### src/rtl/sr_drv_pkg.sv
`timescale 1ns/1ps
package sr_drv_pkg;

  // Saturating increment: holds at maxv instead of wrapping.
  function automatic int unsigned sat_inc(input int unsigned v, input int unsigned maxv);
    return (v >= maxv) ? maxv : v + 1;
  endfunction

  // True while position k, moved forward by the margin dt, still lies inside a window of length lim.
  function automatic logic in_window(input int unsigned k, input int unsigned lim,
                                     input int unsigned dt);
    return (k + dt) <= lim;
  endfunction

  // Effective dead time: base plus optional widening, clipped to the counter range.
  function automatic int unsigned dt_effective(input int unsigned base, input logic widen,
                                               input int unsigned add, input int unsigned maxv);
    int unsigned s;
    s = base + (widen ? add : 0);
    return (s > maxv) ? maxv : s;
  endfunction

endpackage

### src/rtl/sr_en_latch.sv
`timescale 1ns/1ps
module sr_en_latch (
  input  logic clk,
  input  logic rst_n,
  input  logic off_req,
  input  logic on_req,
  output logic en
);
  // Disable has priority over resume; SR drive is allowed out of reset.
  always_ff @(posedge clk) begin
    if (!rst_n)       en <= 1'b1;
    else if (off_req) en <= 1'b0;
    else if (on_req)  en <= 1'b1;
  end
endmodule

### src/rtl/sr_dt_sel.sv
`timescale 1ns/1ps
module sr_dt_sel #(
  parameter int CNT_W      = 10,
  parameter int DT_W       = 4,
  parameter int SHRINK_ADD = 4
) (
  input  logic [DT_W-1:0]  dt_cfg,
  input  logic             widen,
  output logic [CNT_W-1:0] dt
);
  import sr_drv_pkg::*;
  typedef logic [CNT_W-1:0] cnt_t;
  localparam int unsigned CMAX = (1 << CNT_W) - 1;

  assign dt = cnt_t'(dt_effective(int'(dt_cfg), widen, SHRINK_ADD, CMAX));
endmodule

### src/rtl/sr_phase_trk.sv
`timescale 1ns/1ps
module sr_phase_trk #(
  parameter int CNT_W = 10
) (
  input  logic             clk,
  input  logic             rst_n,
  input  logic             hold,
  input  logic             pri,
  input  logic             cond,
  input  logic [CNT_W-1:0] dt,
  output logic             want,
  output logic             win1,
  output logic             win2,
  output logic             valid,
  output logic             rise_evt,
  output logic [CNT_W-1:0] cnd_run_o
);
  import sr_drv_pkg::*;
  typedef logic [CNT_W-1:0] cnt_t;
  localparam int unsigned CMAX = (1 << CNT_W) - 1;

  logic pri_d;
  cnt_t el;        // periods since primary rise
  cnt_t fe;        // periods since primary fall, 0 while primary high
  cnt_t cnd_run;   // conduction periods this cycle
  cnt_t ext_run;   // conduction periods after primary fall this cycle
  cnt_t last_cnd;
  cnt_t last_ext;
  logic cnd_done;
  logic armed;
  logic vld;
  logic fall_evt;
  logic cnt_now;

  assign rise_evt = pri & ~pri_d;
  assign fall_evt = ~pri & pri_d;
  assign cnt_now  = cond & ~cnd_done;

  always_ff @(posedge clk) begin
    if (!rst_n) begin
      pri_d    <= 1'b0;
      el       <= '0;
      fe       <= '0;
      cnd_run  <= '0;
      ext_run  <= '0;
      last_cnd <= '0;
      last_ext <= '0;
      cnd_done <= 1'b0;
    end else begin
      pri_d <= pri;
      if (rise_evt) begin
        last_cnd <= cnd_run;
        last_ext <= ext_run;
        cnd_run  <= cnt_t'(cond);
        ext_run  <= '0;
        cnd_done <= 1'b0;
        el       <= cnt_t'(1);
        fe       <= '0;
      end else begin
        el <= cnt_t'(sat_inc(int'(el), CMAX));
        if (cnt_now)        cnd_run <= cnt_t'(sat_inc(int'(cnd_run), CMAX));
        if (cnt_now && !pri) ext_run <= cnt_t'(sat_inc(int'(ext_run), CMAX));
        if (!cond && (cnd_run != '0)) cnd_done <= 1'b1;
        if (fall_evt)        fe <= cnt_t'(1);
        else if (fe != '0)   fe <= cnt_t'(sat_inc(int'(fe), CMAX));
      end
    end
  end

  // One full measured cycle is needed after reset or re-enable.
  always_ff @(posedge clk) begin
    if (!rst_n || hold) begin
      armed <= 1'b0;
      vld   <= 1'b0;
    end else if (rise_evt) begin
      armed <= 1'b1;
      vld   <= armed;
    end
  end

  assign win1      = in_window(int'(el), int'(last_cnd), int'(dt));
  assign win2      = pri_d | ((fe != '0) & in_window(int'(fe), int'(last_ext), int'(dt)));
  assign want      = vld & (el > dt) & win1 & win2;
  assign valid     = vld;
  assign cnd_run_o = cnd_run;
endmodule

### src/rtl/sr_dual_edge_drv.sv
`timescale 1ns/1ps
module sr_dual_edge_drv #(
  parameter int CNT_W      = 10,
  parameter int DT_W       = 4,
  parameter int SHRINK_ADD = 4
) (
  input  logic            clk,
  input  logic            rst_n,
  input  logic            pri_gate_a,
  input  logic            pri_gate_b,
  input  logic            cond_a,
  input  logic            cond_b,
  input  logic            pwm_mode,
  input  logic            lite_load,
  input  logic            vlite_off,
  input  logic            sr_resume,
  input  logic [DT_W-1:0] dt_cfg,
  output logic            sr_gate_a,
  output logic            sr_gate_b
);
  localparam int N_PH = 2;

  logic [N_PH-1:0]  pri_v, cond_v;
  logic [N_PH-1:0]  trk_want, trk_w1, trk_w2, trk_valid, trk_rise, raw_gate;
  logic [CNT_W-1:0] trk_cnd [N_PH];
  logic [CNT_W-1:0] dt_eff;
  logic             sr_en, hold, allow, clash;

  assign pri_v  = {pri_gate_b, pri_gate_a};
  assign cond_v = {cond_b, cond_a};
  assign hold   = ~sr_en;

  sr_en_latch u_en (
    .clk(clk), .rst_n(rst_n), .off_req(vlite_off), .on_req(sr_resume), .en(sr_en)
  );

  sr_dt_sel #(.CNT_W(CNT_W), .DT_W(DT_W), .SHRINK_ADD(SHRINK_ADD)) u_dt (
    .dt_cfg(dt_cfg), .widen(lite_load), .dt(dt_eff)
  );

  generate
    for (genvar i = 0; i < N_PH; i++) begin : g_ph
      sr_phase_trk #(.CNT_W(CNT_W)) u_trk (
        .clk(clk), .rst_n(rst_n), .hold(hold), .pri(pri_v[i]), .cond(cond_v[i]),
        .dt(dt_eff), .want(trk_want[i]), .win1(trk_w1[i]), .win2(trk_w2[i]),
        .valid(trk_valid[i]), .rise_evt(trk_rise[i]), .cnd_run_o(trk_cnd[i])
      );
      assign raw_gate[i] = trk_want[i] & allow;
    end
  endgenerate

  assign allow     = sr_en & ~pwm_mode;
  assign clash     = &raw_gate;
  assign sr_gate_a = raw_gate[0] & ~clash;
  assign sr_gate_b = raw_gate[1] & ~clash;
endmodule

### config.mk
export PLATFORM = sky130hd
export DESIGN_NAME = sr_dual_edge_drv
export DESIGN_NICKNAME = d
export VERILOG_FILES = /design/src/rtl/sr_drv_pkg.sv /design/src/rtl/sr_en_latch.sv /design/src/rtl/sr_dt_sel.sv /design/src/rtl/sr_phase_trk.sv /design/src/rtl/sr_dual_edge_drv.sv
export SDC_FILE = /design/constraint.sdc
export NUM_CORES = 1
export LEC_CHECK = 0
export BUFFER_PORTS_ARGS = -buffer_cell sky130_fd_sc_hd__buf_4
export CAP_MARGIN = 30
export CELL_PAD_IN_SITES_DETAIL_PLACEMENT = 1
export CELL_PAD_IN_SITES_GLOBAL_PLACEMENT = 1
export CORE_MARGIN = 1
export CORE_UTILIZATION = 33
export CTS_CLUSTER_DIAMETER = 150
export CTS_CLUSTER_SIZE = 10
export DETAILED_ROUTE_END_ITERATION = 7
export GPL_TIMING_DRIVEN = 0
export PLACE_DENSITY = 0.63
export SKIP_CTS_REPAIR_TIMING = 1
export SLEW_MARGIN = 20
export SYNTH_ARGS = -nofsm -noshare
export SYNTH_HDL_FRONTEND = slang
export SYNTH_SLANG_ARGS = --single-unit
### constraint.sdc
create_clock -name clk -period 10.32 [get_ports clk]
set_clock_uncertainty 0.2 [all_clocks]
set_input_delay 0.516 -clock clk [delete_from_list [all_inputs] [get_ports clk]]
set_output_delay 0.516 -clock clk [all_outputs]
set_load 0.01 [all_outputs]
After elaboration in Yosys (flattened, before gate mapping)
Index checks and enable logic that the tools add are counted.

storage, ports and cells
  register bits after elaboration = 129
  input port bits = 14
  logic and storage cells = 132

operators by class
  add/sub/neg operators = 13
  $lt $le $gt $ge = 15
  multiplexer cells = 22
  bitwise operators = 31
  reduce and logical (&&, ||, !) cells = 24

operators by type and width
  cell                                                             number
  <= comparator 32 x 10 -> 1 bit                                   4
  2-to-1 mux 10 bit                                                9
  adder 10 x 1 -> 10 bit, second input constant                    8
  greater-or-equal comparator 10 bit, second input constant        8
  adder 10 x 10 -> 11 bit                                          4
  nonzero test 10 bit                                              4
  greater-than comparator 32 x 10 -> 1 bit, second input constant  1
  greater-than comparator 10 bit                                   2
  bitwise AND 1 bit                                                19
  2-to-1 mux 1 bit                                                 12
  inverter 1 bit                                                   10
  nonzero test 2 bit                                               5
  OR reduction 3 bit                                               2
  adder 4 x 3 -> 5 bit                                             1
  logical NOT 1 bit                                                5
  logical AND 1 bit                                                4
  OR reduction 2 bit                                               2
  2-to-1 mux 3 bit                                                 1
  OR 1 bit                                                         2
  AND reduction 2 bit                                              1
  logical OR 1 bit                                                 1

Longest topological paths before layout
Gate-level depths: netlist of the first run.

  depth in word-level cells = 13
  depth in mapped cells = 16
  mapped depth without buffers = 16

Modules after synthesis
From an unflattened synthesis of the first run, not the netlist that was laid out.

unflattened totals
  cell total of the unflattened synthesis = 1,096
  area, all modules = 8,699.6 sq um

by module, submodules not included
  module            times used  cells each  area an instance (sq um)  sequential area each (sq um)
  sr_phase_trk      2           540         4,280.4                   1,281.2
  sr_dt_sel         1           10          81.3                      0.0
  sr_dual_edge_drv  1           3           28.8                      0.0
  sr_en_latch       1           3           28.8                      20.0

Worst setup path after synthesis of the first run
OpenSTA, ideal clock, no wires.

  path type = input -> output
  from = in lite_load
  to = out sr_gate_b
  data arrival time = 3.414 ns
  data required time = 9.604 ns
  slack = 6.190 ns
  stages on the path = 14
  path buffers = 0
  cells stage by stage = ha_1 > ha_1 > ha_1 > a21boi_0 > o21bai_1 > a21oi_1 > xor2_1 > ha_1 > nand2_1 > o21ai_1 > a2111oi_2 > nand3b_1 > a31o_2 > a211oi_1

on the way
  word-level cells in the longest chain between the ends = 13
  elaborated cells on any way between the ends = 29
  classes of those cells = 5 x add/sub; 7 x order compare; 2 x mux; 14 x bitwise; 1 x reduce/logical

ends and longest elaborated chain
  what                                      line                    RTL
  start, declared                           sr_dual_edge_drv.sv:14  input logic lite_load,
  2-to-1 mux 3 bit *                        sr_drv_pkg.sv:19        s = base + (widen ? add : 0);
  adder 4 x 3 -> 5 bit *                    sr_drv_pkg.sv:19
  greater-than comparator 32 x 10 -> 1 bit  sr_drv_pkg.sv:20        return (s > maxv) ? maxv : s;
  2-to-1 mux 10 bit *                       sr_drv_pkg.sv:20
  adder 10 x 10 -> 11 bit                   sr_drv_pkg.sv:12        return (k + dt) <= lim;
  <= comparator 32 x 10 -> 1 bit            sr_drv_pkg.sv:12
  bitwise AND 1 bit                         sr_phase_trk.sv:82      assign win2 = pri_d | ((fe != '0) & in_window(int'(fe), int'(last_ext), int'(dt)));
  OR 1 bit                                  sr_phase_trk.sv:82
  bitwise AND 1 bit                         sr_phase_trk.sv:83      assign want = vld & (el > dt) & win1 & win2;
  bitwise AND 1 bit                         sr_dual_edge_drv.sv:48  assign raw_gate[i] = trk_want[i] & allow;
  AND reduction 2 bit                       sr_dual_edge_drv.sv:53  assign clash = &raw_gate;
  inverter 1 bit                            sr_dual_edge_drv.sv:55  assign sr_gate_b = raw_gate[1] & ~clash;
  bitwise AND 1 bit *                       sr_dual_edge_drv.sv:55
  end, declared                             sr_dual_edge_drv.sv:19  output logic sr_gate_b

Mark *: on every way between the ends. The rest lies on a longest branch, timed or not.

Worst setup path after layout of the first run
Ends and elaborated chain as after synthesis.

==> summary.md, run 1 <==
| Metric | Value |
|---|---|
| Status | `completed` |
| Critical Path AT | `4.19 ns` |
| Die W | `around 160 um` |
| Yosys reg bits | `129` |
| Register-to-register setup slack | `about 8 ns` |
| Router iterations before antenna repair | `4` |
| Critical Path RT | `approximately 9.6 ns` |
| Main flop type after synthesis | `dfxtp_1` |
| Post-synth EDFFs | `0` |
| RSZ-0062 raised after global routing | `false` |
| Most used cell, CP | `ha_1` |
| CP max stage cell | `ha_1` |
| Syn Area/Cell | `around 8.0 um^2` |
| Routed vias/inst | `approximately 5.0` |
| CP Cell Sequence | `buf_4, ha_1, ha_1, ha_1, a21boi_0, o21bai_1, a21oi_1, xor2_1, ha_1, nand2_1, o21ai_1, a2111oi_2, nand3b_1, a31o_2, a211oi_1, buf_4` |
| Maximum vdd drop | `about 0.086 mV` |
| Final ANT Viol Nets | `0` |
| Max_slew headroom | `around half` |
| Synth-to-Final Area Change | `13.91%` |
| Crit path max fanout | `5` |
| Sink Count | `about 130` |
| Drt first-iter violations | `around 230` |
| Ratio of cells with drive above 1 in the final layout | `6.686%` |
| Post-synth ARST share | `0%` |
| Final hold vios | `0` |
| Slew Viols, Final | `0` |
| # rows | `56` |
| Root Driver | `clkbuf_16` |
| P_leak | `between 0.003 and 0.004 uW` |
| Initial Util | `33.58%` |
| Port bufs | `15` |
| Final period utilization | `a little under half` |
| Worst slew pin tran | `roughly 0.73 ns` |
| WL/cell | `around 15 um` |
| Max frequency | `between 200 and 250 MHz` |
| Final net count | `around 1100` |
| Hpwl dp | `between 15 and 20 mm` |
| Grt total ovfl | `0` |
| Setup TNS | `0 ns` |
| Gpl congestion | `a little under 0.8` |
| Yosys warns | `0` |
| Fin cells | `1351` |
| Post-synth cell types | `65` |
| # DRC | `0` |
| Die Ht | `between 150 and 200 um` |
| Post-Syn Area | `7881 um^2` |
| Power per cell area | `about 140 nW/um^2` |
| First-pass GRT wire length | `34.47 mm` |
| Hold WS | `between 0.07 and 0.08 ns` |
| Placed Instances | `between 1000 and 1500` |
| IO Pins | `16` |
| Critical path type | `primary input to output port` |
| Gr usage total | `approximately 18%` |
| Register Area | `about 2600 um^2` |
| CP Launch Point | `lite_load` |
| Hold Crit Class | `primary input to flop` |
| WP depth | `16` |
| Reg2reg start | `g_ph[0].u_trk.el[1]$_SDFF_PP0_` |
| Via count | `between 6000 and 7000` |
| Worst flop-to-flop path endpoint | `g_ph[0].u_trk.el[0]$_SDFF_PN0_` |
| Buffer and inverter count on the worst path | `2` |
| Synth Net Count | `roughly 1100` |
| CP Launch Type | `primary input` |
| Reg2Reg Depth | `6` |
| Placement Cell Area | `8393 um^2` |
| Layout Cell Area excl Fill | `about 9000 um^2` |
| Antenna violations before repair | `0` |
| Largest net degree at the start of global routing | `17` |
| Ant diodes | `0` |
| Drt total wl | `roughly 21 mm` |
| CP Capture Type | `output port` |
| Sequential fraction of the synthesis area | `approximately a third` |
| TritonCTS clock tree | `yes` |
| Core ar. | `approximately 23000 um^2` |
| Syn Inst Count | `between 900 and 1000` |
| Worst setup path end | `sr_gate_b` |
| Clk Latency, worst-skew pair | `0.42 ns` |
| Min cycle time layout | `4.906 ns` |
| Max Buffers Root-to-Sink | `2` |
| Max_cap viols | `0` |
| Clock-pin slew on the worst setup and hold paths | `approximately 0.060 ns` |
| Die area | `between 20000 and 25000 um^2` |
| Fillers | `2806` |
| Final setup vio count | `0` |
| CP delay by family, top | `compound AO/OA/AOI/OAI gates` |
| Vias in the first global route | `6718` |
| TritonCTS Buffers | `17` |
| Crit path largest cell delay | `roughly 0.41 ns` |
| H-Tree Depth | `4` |
| Multi-input logic area | `between 4000 and 5000 um^2` |
[where the power goes]
group	internal [uW]	switching, uW	leakage (uW)
Combinational	49.7	76.7	0.00216
Sequential	504	9.30	0.00104
Clock	359	251	0.000286
Total	913	337	0.00349
[synth_stat cells, types with 11 or more instances]
master | number | area [um^2]
clkbuf_1 | 34 | 127.6
inv_1 | 77 | 289.0
a21oi_1 | 127 | 635.6
o21ai_0 | 28 | 140.1
xnor2_1 | 37 | 324.1
a31oi_1 | 12 | 75.07
nor2b_1 | 21 | 131.4
nor2_1 | 55 | 206.5
xor2_1 | 38 | 332.8
ha_1 | 81 | 1013
and3_1 | 20 | 125.1
nand2_1 | 134 | 503.0
dfxtp_1 | 129 | 2582
nand4_1 | 21 | 131.4
nand3_1 | 34 | 170.2
nand2b_1 | 11 | 68.82
nor3_1 | 16 | 80.08
[flip-flops by register name, indices dropped and copies added, names as in the netlist]
name                  count
g_ph.u_trk.el            20
g_ph.u_trk.cnd_done       2
g_ph.u_trk.last_ext      20
g_ph.u_trk.last_cnd      20
g_ph.u_trk.pri_d          2
g_ph.u_trk.ext_run       20
g_ph.u_trk.cnd_run_o     20
g_ph.u_trk.valid          2
u_en.en                   1
g_ph.u_trk.fe            20
g_ph.u_trk.armed          2
[placed cells by master (no fill, tap or decap), drive strengths merged, types with 3 or more instances in the layout]
cell type,synthesis,layout
a211oi,7,7
a21boi,3,3
a21o,5,5
a21oi,127,127
a31oi,12,12
and2,3,3
and2b,3,3
and3,20,20
and4,4,4
buf,8,23
clkbuf,34,51
clkinv,1,7
dfxtp,129,129
fa,4,4
ha,81,81
inv,77,82
mux2i,5,5
nand2,134,134
nand2b,11,11
nand3,36,36
nand3b,3,3
nand4,21,21
nand4b,3,3
nor2,55,55
nor2b,22,22
nor3,16,16
nor3b,5,5
nor4,4,4
o211ai,5,5
o21a,3,3
o21ai,33,33
o221ai,3,3
or3,3,3
xnor2,37,37
xor2,38,38
[metrics by stage]
| stage | setup WS, ns | util (%) | total power (uW) |
|---|---|---|---|
| after detailed placement | 5.531 | 35.76 | 650.9 |
| final | 5.414 | 38.25 | 1251 |
| after CTS | 5.385 | 38.25 | 1269 |
| after global placement | 5.498 | 35.76 | 647.9 |
| after floorplan | 6.190 | - | 608.8 |
| after global routing | 5.157 | 38.25 | 1307 |
[worst min path at each step]
stage	startpoint	to	slack, ns	cells after the start
global route	vlite_off	u_en.en$_SDFFE_PN1P_	0.09	2
floorplan	g_ph[0].u_trk.armed$_SDFFE_PP0P_	g_ph[0].u_trk.valid$_SDFFE_PP0P_	0.23	2
detailed placement	g_ph[1].u_trk.armed$_SDFFE_PP0P_	g_ph[1].u_trk.valid$_SDFFE_PP0P_	0.25	2
CTS	vlite_off	u_en.en$_SDFFE_PN1P_	0.06	2
global placement	g_ph[1].u_trk.armed$_SDFFE_PP0P_	g_ph[1].u_trk.valid$_SDFFE_PP0P_	0.24	2
finish	vlite_off	u_en.en$_SDFFE_PN1P_	0.08	2
[metal layers]
layer / wire length [um] / part of all wire (%) / vias to the layer above / global-route usage [%]
li1: - / - / 3465 / -
met1: 10920 / 53 / 3276 / 25.98
met2: 9044 / 44 / 63 / 27.25
met3: 568 / 2.7 / 12 / 3.129
met4: 192 / 0.93 / 0 / 4.202
met5: 0 / 0 / - / 0
[logic make-up (layout without fill, tap and decap cells)]
kind of cell	Yosys count	count (layout)	share of synthesized area (%)
AND/OR/NAND/NOR	350	350	21.94
adder cells (fa/ha/maj)	85	85	13.88
buffers and inverters	120	167	6.033
AO/OA/AOI/OAI	219	219	16.13
multiplexers	7	7	0.9208
flip-flops	129	129	32.77
XOR/XNOR	75	75	8.335
[area by class of cell]
class / count / share of cell area, %
plain buffers: 42 / 2.035
repair buffers: 15 / 1.254
clock inverters: 15 / 1.770
clock buffers: 17 / 4.739
inverters: 78 / 3.261
flip-flops and latches: 129 / 28.77
well taps: 319 / 4.446
multi-input cells: 736 / 53.73
No activity file was read; power rests on OpenSTA's default activity.
==> inputs of run 2 (changes only) <==
--- a/config.mk
+++ b/config.mk
@@ -5,6 +5,7 @@
 export SDC_FILE = /design/constraint.sdc
 export NUM_CORES = 1
 export LEC_CHECK = 0
+export ABC_AREA = 1
 export BUFFER_PORTS_ARGS = -buffer_cell sky130_fd_sc_hd__buf_4
 export CAP_MARGIN = 30
 export CELL_PAD_IN_SITES_DETAIL_PLACEMENT = 1
@@ -15,7 +16,7 @@
 export CTS_CLUSTER_SIZE = 10
 export DETAILED_ROUTE_END_ITERATION = 7
 export GPL_TIMING_DRIVEN = 0
-export PLACE_DENSITY = 0.63
+export PLACE_DENSITY = 0.64
 export SKIP_CTS_REPAIR_TIMING = 1
 export SLEW_MARGIN = 20
 export SYNTH_ARGS = -nofsm -noshare
==> constraint.sdc (replaced) <==
create_clock -name clk -period 5 [get_ports clk]
set_clock_uncertainty 0.2 [all_clocks]
set_input_delay 0.25 -clock clk [delete_from_list [all_inputs] [get_ports clk]]
set_output_delay 0.25 -clock clk [all_outputs]
set_load 0.01 [all_outputs]
==> summary.md, run 2 <==
| Metric | Value |
|---|---|
| Most frequent cell after synthesis | `inv_1` |
| Commonest non-fill, non-tap cell in the layout | `inv_1` |
| Final ANT Viol Nets | `0` |
| TritonCTS clock tree | `yes` |
| Drt total wl | `23.44 mm` |
| Max Buffers Root-to-Sink | `2` |
| Largest net degree at the start of global routing | `17` |
| Max_cap viols | `0` |
| Gpl congestion | `roughly 0.81` |
| Layout Cell Area excl Fill | `between 9000 and 10000 um^2` |
| Routed vias/inst | `4.830` |
| Clock-pin slew on the worst setup and hold paths | `0.06 ns` |
| Core ar. | `roughly 25000 um^2` |
| Worst slew pin tran | `~0.75 ns` |
| Syn Area/Cell | `approximately 7.2 um^2` |
| Critical path type | `flop to output port` |
| Largest family of logic cells by synthesized area | `simple AND/OR/NAND/NOR gates` |
| Ant diodes | `0` |
| Placement Cell Area | `~8900 um^2` |
| Area leader, netlist | `dfxtp_1` |
| H-Tree Depth | `4` |
| Setup TNS | `0 ns` |
| Gr usage total | `a little under a fifth` |
| Power per cell area | `285.8 nW/um^2` |
| Min cycle time layout | `between 4 and 5 ns` |
| Slew Viols, Final | `0` |
| Xor/xnor cell area share of the yosys netlist | `around 7%` |
| Post-synth cell types | `49` |
| Synth-to-Final Area Change | `13.89%` |
| Via count | `about 7500` |
| Synth cell count leaders | `218 x inv_1, 181 x nand2_1, 129 x dfxtp_1` |
| CP Launch Type | `flop` |
| Vias in the first global route | `a little under 8000` |
| Router iterations before antenna repair | `4` |
| Share of the synthesized area in the top cell type | `a little over 30%` |
| Hpwl dp | `~18 mm` |
| Port bufs | `14` |
| Die Ht | `between 150 and 200 um` |
| Post-synth ARST share | `0%` |
| Clk Latency, worst-skew pair | `between 0.4 and 0.5 ns` |
| Hold Crit Class | `flop to flop` |
| Max frequency | `about 240 MHz` |
| RSZ-0062 raised after global routing | `false` |
| Initial Util | `roughly 34%` |
| Main flop type after synthesis | `dfxtp_1` |
| Sequential fraction of the synthesis area | `a little under a third` |
| First-pass GRT wire length | `39.41 mm` |
| Critical Path AT | `about 3.8 ns` |
| HP Start | `g_ph[1].u_trk.last_ext[5]$_SDFFE_PN0P_` |
| Syn Inst Count | `between 1000 and 1500` |
| Sink Count | `129` |
| Placed Instances | `around 1500` |
| Post-synthesis mux area share | `0%` |
| Root Driver | `clkbuf_16` |
| P_leak | `between 0.004 and 0.005 uW` |
| IO Pins | `16` |
| WL/cell | `roughly 15 um` |
| Fillers | `roughly 3200` |
| Final hold vios | `0` |
| Compound-Gate Fraction of Synth Area | `16.34%` |
| Reg2reg start | `g_ph[0].u_trk.pri_d$_SDFF_PN0_` |
| Yosys reg bits | `about 130` |
| Post-Syn Area | `8416 um^2` |
| Drt first-iter violations | `327` |
| Final period utilization | `about 84%` |
| Final worst slack | `approximately 0.8 ns` |
| Antenna violations before repair | `0` |
| Hold WS | `0.2636 ns` |
| Post-place setup slack | `about 0.79 ns` |
| Yosys warns | `0` |
| Status | `completed` |
| Final net count | `approximately 1300` |
| CP Launch Point | `g_ph[1].u_trk.fe[0]$_SDFFE_PP0P_` |
| Final setup vio count | `0` |
| Critical Path RT | `about 4.6 ns` |
| Crit path max fanout | `5` |
| Adder-cell share of the synthesized area | `around an eighth` |
| Fin cells | `1550` |
| Post-Synth Simple-Gate Area | `21.51%` |
| Synth Net Count | `1266` |
| # DRC | `0` |
| Most frequent cells in the layout | `218 x inv_1, 181 x nand2_1, 129 x dfxtp_1, 114 x a21oi_1, 81 x ha_1` |
| Grt total ovfl | `0` |
| Ratio of cells with drive above 1 in the final layout | `8.607%` |
| # rows | `slightly below 60` |
| CP Capture Type | `output port` |
| Maximum vdd drop | `between 0.15 and 0.2 mV` |
| Die W | `roughly 160 um` |
| TritonCTS Buffers | `17` |
| Synth area leaders | `dfxtp_1 31%, ha_1 12%, inv_1 9.7%, nand2_1 8.1%, a21oi_1 6.8%` |
| Max_slew headroom | `approximately 50%` |
| Die area | `between 20000 and 30000 um^2` |
| Post-synth EDFFs | `0` |
run 2: cell count changes after synthesis, moves of 21 or more:
| cell | previous run | this run |
|---|---|---|
| nor2b_1 | 21 | 0 |
| o21ai_0 | 28 | 76 |
| nor2_1 | 55 | 79 |
| nand2_1 | 134 | 181 |
| clkbuf_1 | 34 | 13 |
| inv_1 | 77 | 218 |
| xnor2_1 | 37 | 13 |
run 2: final cells by class:
type                            instances  area [um^2]  share of cell area [%]
Buffer                                 24        106.4                   1.110
Clock buffer                           19        442.9                   4.621
Clock inverter                         13        137.6                   1.436
Inverter                              224        843.3                   8.799
Multi-Input combinational cell        790         4883                   50.95
Sequential cell                       129         2582                   26.95
Tap cell                              330        412.9                   4.308
Timing Repair Buffer                   21        175.2                   1.828
run 2: final timing paths:
path / end / slack, ns / depth (start not counted)
min reg2reg: g_ph[1].u_trk.last_ext[5]$_SDFFE_PN0P_ / 0.26 / 2
max reg2reg: g_ph[0].u_trk.ext_run[8]$_SDFFE_PP0P_ / 2.79 / 7
min: g_ph[1].u_trk.last_ext[5]$_SDFFE_PN0P_ / 0.26 / 2
max: sr_gate_b / 0.78 / 21
run 2: power by group:
| group | internal (uW) | leakage [uW] | switching, uW | total (uW) |
|---|---|---|---|---|
| Combinational | 139 | 0.00302 | 249 | 388 |
| Sequential | 1060 | 0.00105 | 23.9 | 1090 |
| Clock | 747 | 0.000279 | 518 | 1260 |
run 2: per-stage QoR:
step	total power (uW)	utilization, %
global placement	1483	35.58
detailed placement	1496	35.58
CTS	2776	37.89
global route	2886	38.17
finish	2739	38.17
floorplan	1376	-
run 2: cells by family after synthesis:
logic type / after synthesis
AND/OR/NAND/NOR: 389
buffers and inverters: 248
AO/OA/AOI/OAI: 247
flip-flops: 129
adder cells (fa/ha/maj): 85
XOR/XNOR: 69
run 2: metal layers:
metal	wire, um	track usage (%)	vias up
met5	0	0	-
met4	250	4.503	0
met3	485	3.141	14
met2	10390	30.62	46
met1	12310	26.65	3543
li1	-	-	3884
run 2: worst max-delay path, cell delays in order (launching register included):
cell and delay, ns:
dfxtp_1 0.42, ha_1 0.23, inv_1 0.08, fa_1 0.42
o21ai_0 0.28, nand2_1 0.08, a21oi_1 0.27, xor2_1 0.18
inv_1 0.06, ha_1 0.26, nand2_1 0.09, nor2_1 0.05
nor2_1 0.10, nand2_1 0.06, nand2_1 0.05, nand2_1 0.05
nand2_1 0.09, nand2_1 0.06, nand2_1 0.06, nand2_1 0.05
nor2_1 0.23, buf_4 0.17
==> inputs of run 3 (changes only) <==
--- a/config.mk
+++ b/config.mk
@@ -5,7 +5,7 @@
 export SDC_FILE = /design/constraint.sdc
 export NUM_CORES = 1
 export LEC_CHECK = 0
-export ABC_AREA = 1
+export ABC_AREA = 0
 export BUFFER_PORTS_ARGS = -buffer_cell sky130_fd_sc_hd__buf_4
 export CAP_MARGIN = 30
 export CELL_PAD_IN_SITES_DETAIL_PLACEMENT = 1
@@ -16,7 +16,7 @@
 export CTS_CLUSTER_SIZE = 10
 export DETAILED_ROUTE_END_ITERATION = 7
 export GPL_TIMING_DRIVEN = 0
-export PLACE_DENSITY = 0.64
+export PLACE_DENSITY = 0.63
 export SKIP_CTS_REPAIR_TIMING = 1
 export SLEW_MARGIN = 20
 export SYNTH_ARGS = -nofsm -noshare
==> constraint.sdc (replaced) <==
create_clock -name clk -period 3.9 [get_ports clk]
set_clock_uncertainty 0.2 [all_clocks]
set_input_delay 0.195 -clock clk [delete_from_list [all_inputs] [get_ports clk]]
set_output_delay 0.195 -clock clk [all_outputs]
set_load 0.01 [all_outputs]
==> summary.md, run 3 (synthesis gave the netlist of run 1 again) <==
| Metric | Value |
|---|---|
| CP Launch Type | `flop` |
| Hold Crit Class | `primary input to flop` |
| Max Buffers Root-to-Sink | `2` |
| Die area | `between 20000 and 25000 um^2` |
| Hpwl dp | `approximately 16 mm` |
| WL/cell | `about 16 um` |
| Reg2reg start | `g_ph[0].u_trk.el[1]$_SDFF_PP0_` |
| Buffer and inverter count on the worst path | `2` |
| Final worst slack | `-0.1924 ns` |
| Max_slew headroom | `between 50% and 60%` |
| Sink Count | `~130` |
| Critical Path AT | `about 3.7 ns` |
| Power per cell area | `between 300 and 400 nW/um^2` |
| Die W | `about 160 um` |
| # rows | `between 50 and 60` |
| Worst slew pin tran | `~0.73 ns` |
| Critical Path RT | `approximately 3.5 ns` |
| Failing checks | `setup timing` |
| Ratio of cells with drive above 1 in the final layout | `11.95%` |
| P_leak | `approximately 0.0036 uW` |
| Max frequency | `between 200 and 250 MHz` |
| Initial Util | `33.58%` |
| H-Tree Depth | `4` |
| RSZ-0062 raised after global routing | `true` |
| Slew Viols, Final | `0` |
| IO Pins | `16` |
| CP max stage cell | `fa_2` |
| Grt total ovfl | `0` |
| Vias in the first global route | `approximately 6700` |
| Ant diodes | `0` |
| Clock-pin slew on the worst setup and hold paths | `around 0.06 ns` |
| Final period utilization | `104.9%` |
| Min cycle time layout | `between 4 and 5 ns` |
| Final setup vio count | `2` |
| TritonCTS Buffers | `17` |
| Critical path type | `flop to output port` |
| Port bufs | `15` |
| Gr usage total | `17.91%` |
| CP delay by family, top | `compound AO/OA/AOI/OAI gates` |
| Antenna violations before repair | `0` |
| CP Capture Type | `output port` |
| First-pass GRT wire length | `~34 mm` |
| HP Start | `rst_n` |
| Maximum vdd drop | `0.2255 mV` |
| Status | `finished, violations left` |
| CP Cell Sequence | `ha_2, inv_1, fa_2, nor2b_2, o21ai_1, nand2b_1, a32oi_2, xnor2_1, ha_1, nand2_1, o21ai_2, a2111oi_4, nand3b_1, a31o_2, o211a_1, buf_4` |
| Final net count | `around 1100` |
| Via count | `a little under 7000` |
| Max_cap viols | `0` |
| Drt first-iter violations | `around 220` |
| Synth-to-Final Area Change | `18.16%` |
| Gpl congestion | `0.7731` |
| Fillers | `between 2000 and 3000` |
| Crit path max fanout | `3` |
| Die Ht | `156.5 um` |
| Clk Latency, worst-skew pair | `~0.42 ns` |
| Drt total wl | `21.18 mm` |
| # DRC | `0` |
| CP Launch Point | `g_ph[1].u_trk.el[0]$_SDFF_PN0_` |
| Final hold vios | `0` |
| Fin cells | `between 1000 and 1500` |
| Root Driver | `clkbuf_16` |
| TritonCTS clock tree | `yes` |
| Placed Instances | `about 1300` |
| Final ANT Viol Nets | `0` |
| Most frequent cells in the layout | `134 x nand2_1, 122 x dfxtp_1, 121 x a21oi_1, 75 x inv_1, 73 x ha_1` |
| Largest net degree at the start of global routing | `17` |
| Commonest non-fill, non-tap cell in the layout | `nand2_1` |
| Crit path largest cell delay | `0.38 ns` |
| Power after layout | `between 3000 and 4000 uW` |
| Router iterations before antenna repair | `4` |
| Routed vias/inst | `around 5` |
| Core ar. | `around 23000 um^2` |
run 3: changes by cell type in the layout (fill, tap and decap cells not counted), sizes merged, moves of 11 or more:
cell / change
nor2: -34
inv: -143
xnor2: +24
o21ai: -46
and3: +20
nand2b: +11
clkbuf: +17
xor2: -18
nand2: -55
nor2b: +22
nor3: -16
run 3: power breakdown:
group	total (uW)	internal, uW	switching, uW
Clock	1620	950	667
Sequential	1360	1330	22.8
Combinational	368	151	218
run 3: routing by layer:
layer | wire length [um] | vias up | part of all wire [%] | global-route usage, %
met3 | 401 | 14 | 1.9 | 3.129
met5 | 0 | - | 0 | 0
met4 | 208 | 0 | 0.98 | 4.202
met1 | 11150 | 3320 | 53 | 25.98
met2 | 9418 | 53 | 44 | 27.25
li1 | - | 3491 | - | -
run 3: final timing paths:
path,to,slack [ns],cells after the start
worst max-delay path,sr_gate_a,-0.19,16
worst min-delay path,g_ph[0].u_trk.fe[2]$_SDFFE_PP0P_,0.12,3
worst max register to register,g_ph[0].u_trk.el[0]$_SDFF_PN0_,1.79,6
worst min register to register,g_ph[1].u_trk.last_cnd[2]$_SDFFE_PN0P_,0.25,2
run 3: final cells by class:
| cell class | count | area (um^2) | area share, % |
|---|---|---|---|
| clock buffer | 17 | 425.4 | 4.568 |
| multi-input combinational | 736 | 5015 | 53.85 |
| tap | 319 | 399.1 | 4.286 |
| buffer | 42 | 182.7 | 1.962 |
| sequential | 129 | 2606 | 27.99 |
| inverter | 78 | 292.8 | 3.144 |
| timing repair buffer | 29 | 232.7 | 2.499 |
| clock inverter | 15 | 158.9 | 1.706 |
run 3: per-stage QoR:
step / hold WS (ns) / util [%] / setup WS, ns / cell area, um^2 / TNS [ns]
2_1_floorplan: 0.1064 / - / 0.4115 / 7881 / 0
3_3_place_gp: 0.1946 / 35.76 / -0.2802 / 8393 / -0.4579
3_5_place_dp: 0.1962 / 35.76 / -0.2468 / 8393 / -0.4426
4_1_cts: -0.2584 / 38.25 / -0.5786 / 8977 / -1.054
5_1_grt: 0.1537 / 39.67 / -0.3468 / 9313 / -0.6477
6_report: 0.1221 / 39.67 / -0.1924 / 9313 / -0.3304
run 3: worst min-delay path: cells and delay by family:
family	cells	cell delay [ns]
buffers and inverters	1	0.11
AOI/OAI and AO/OA	1	0.06
and+or+nand+nor	1	0.32
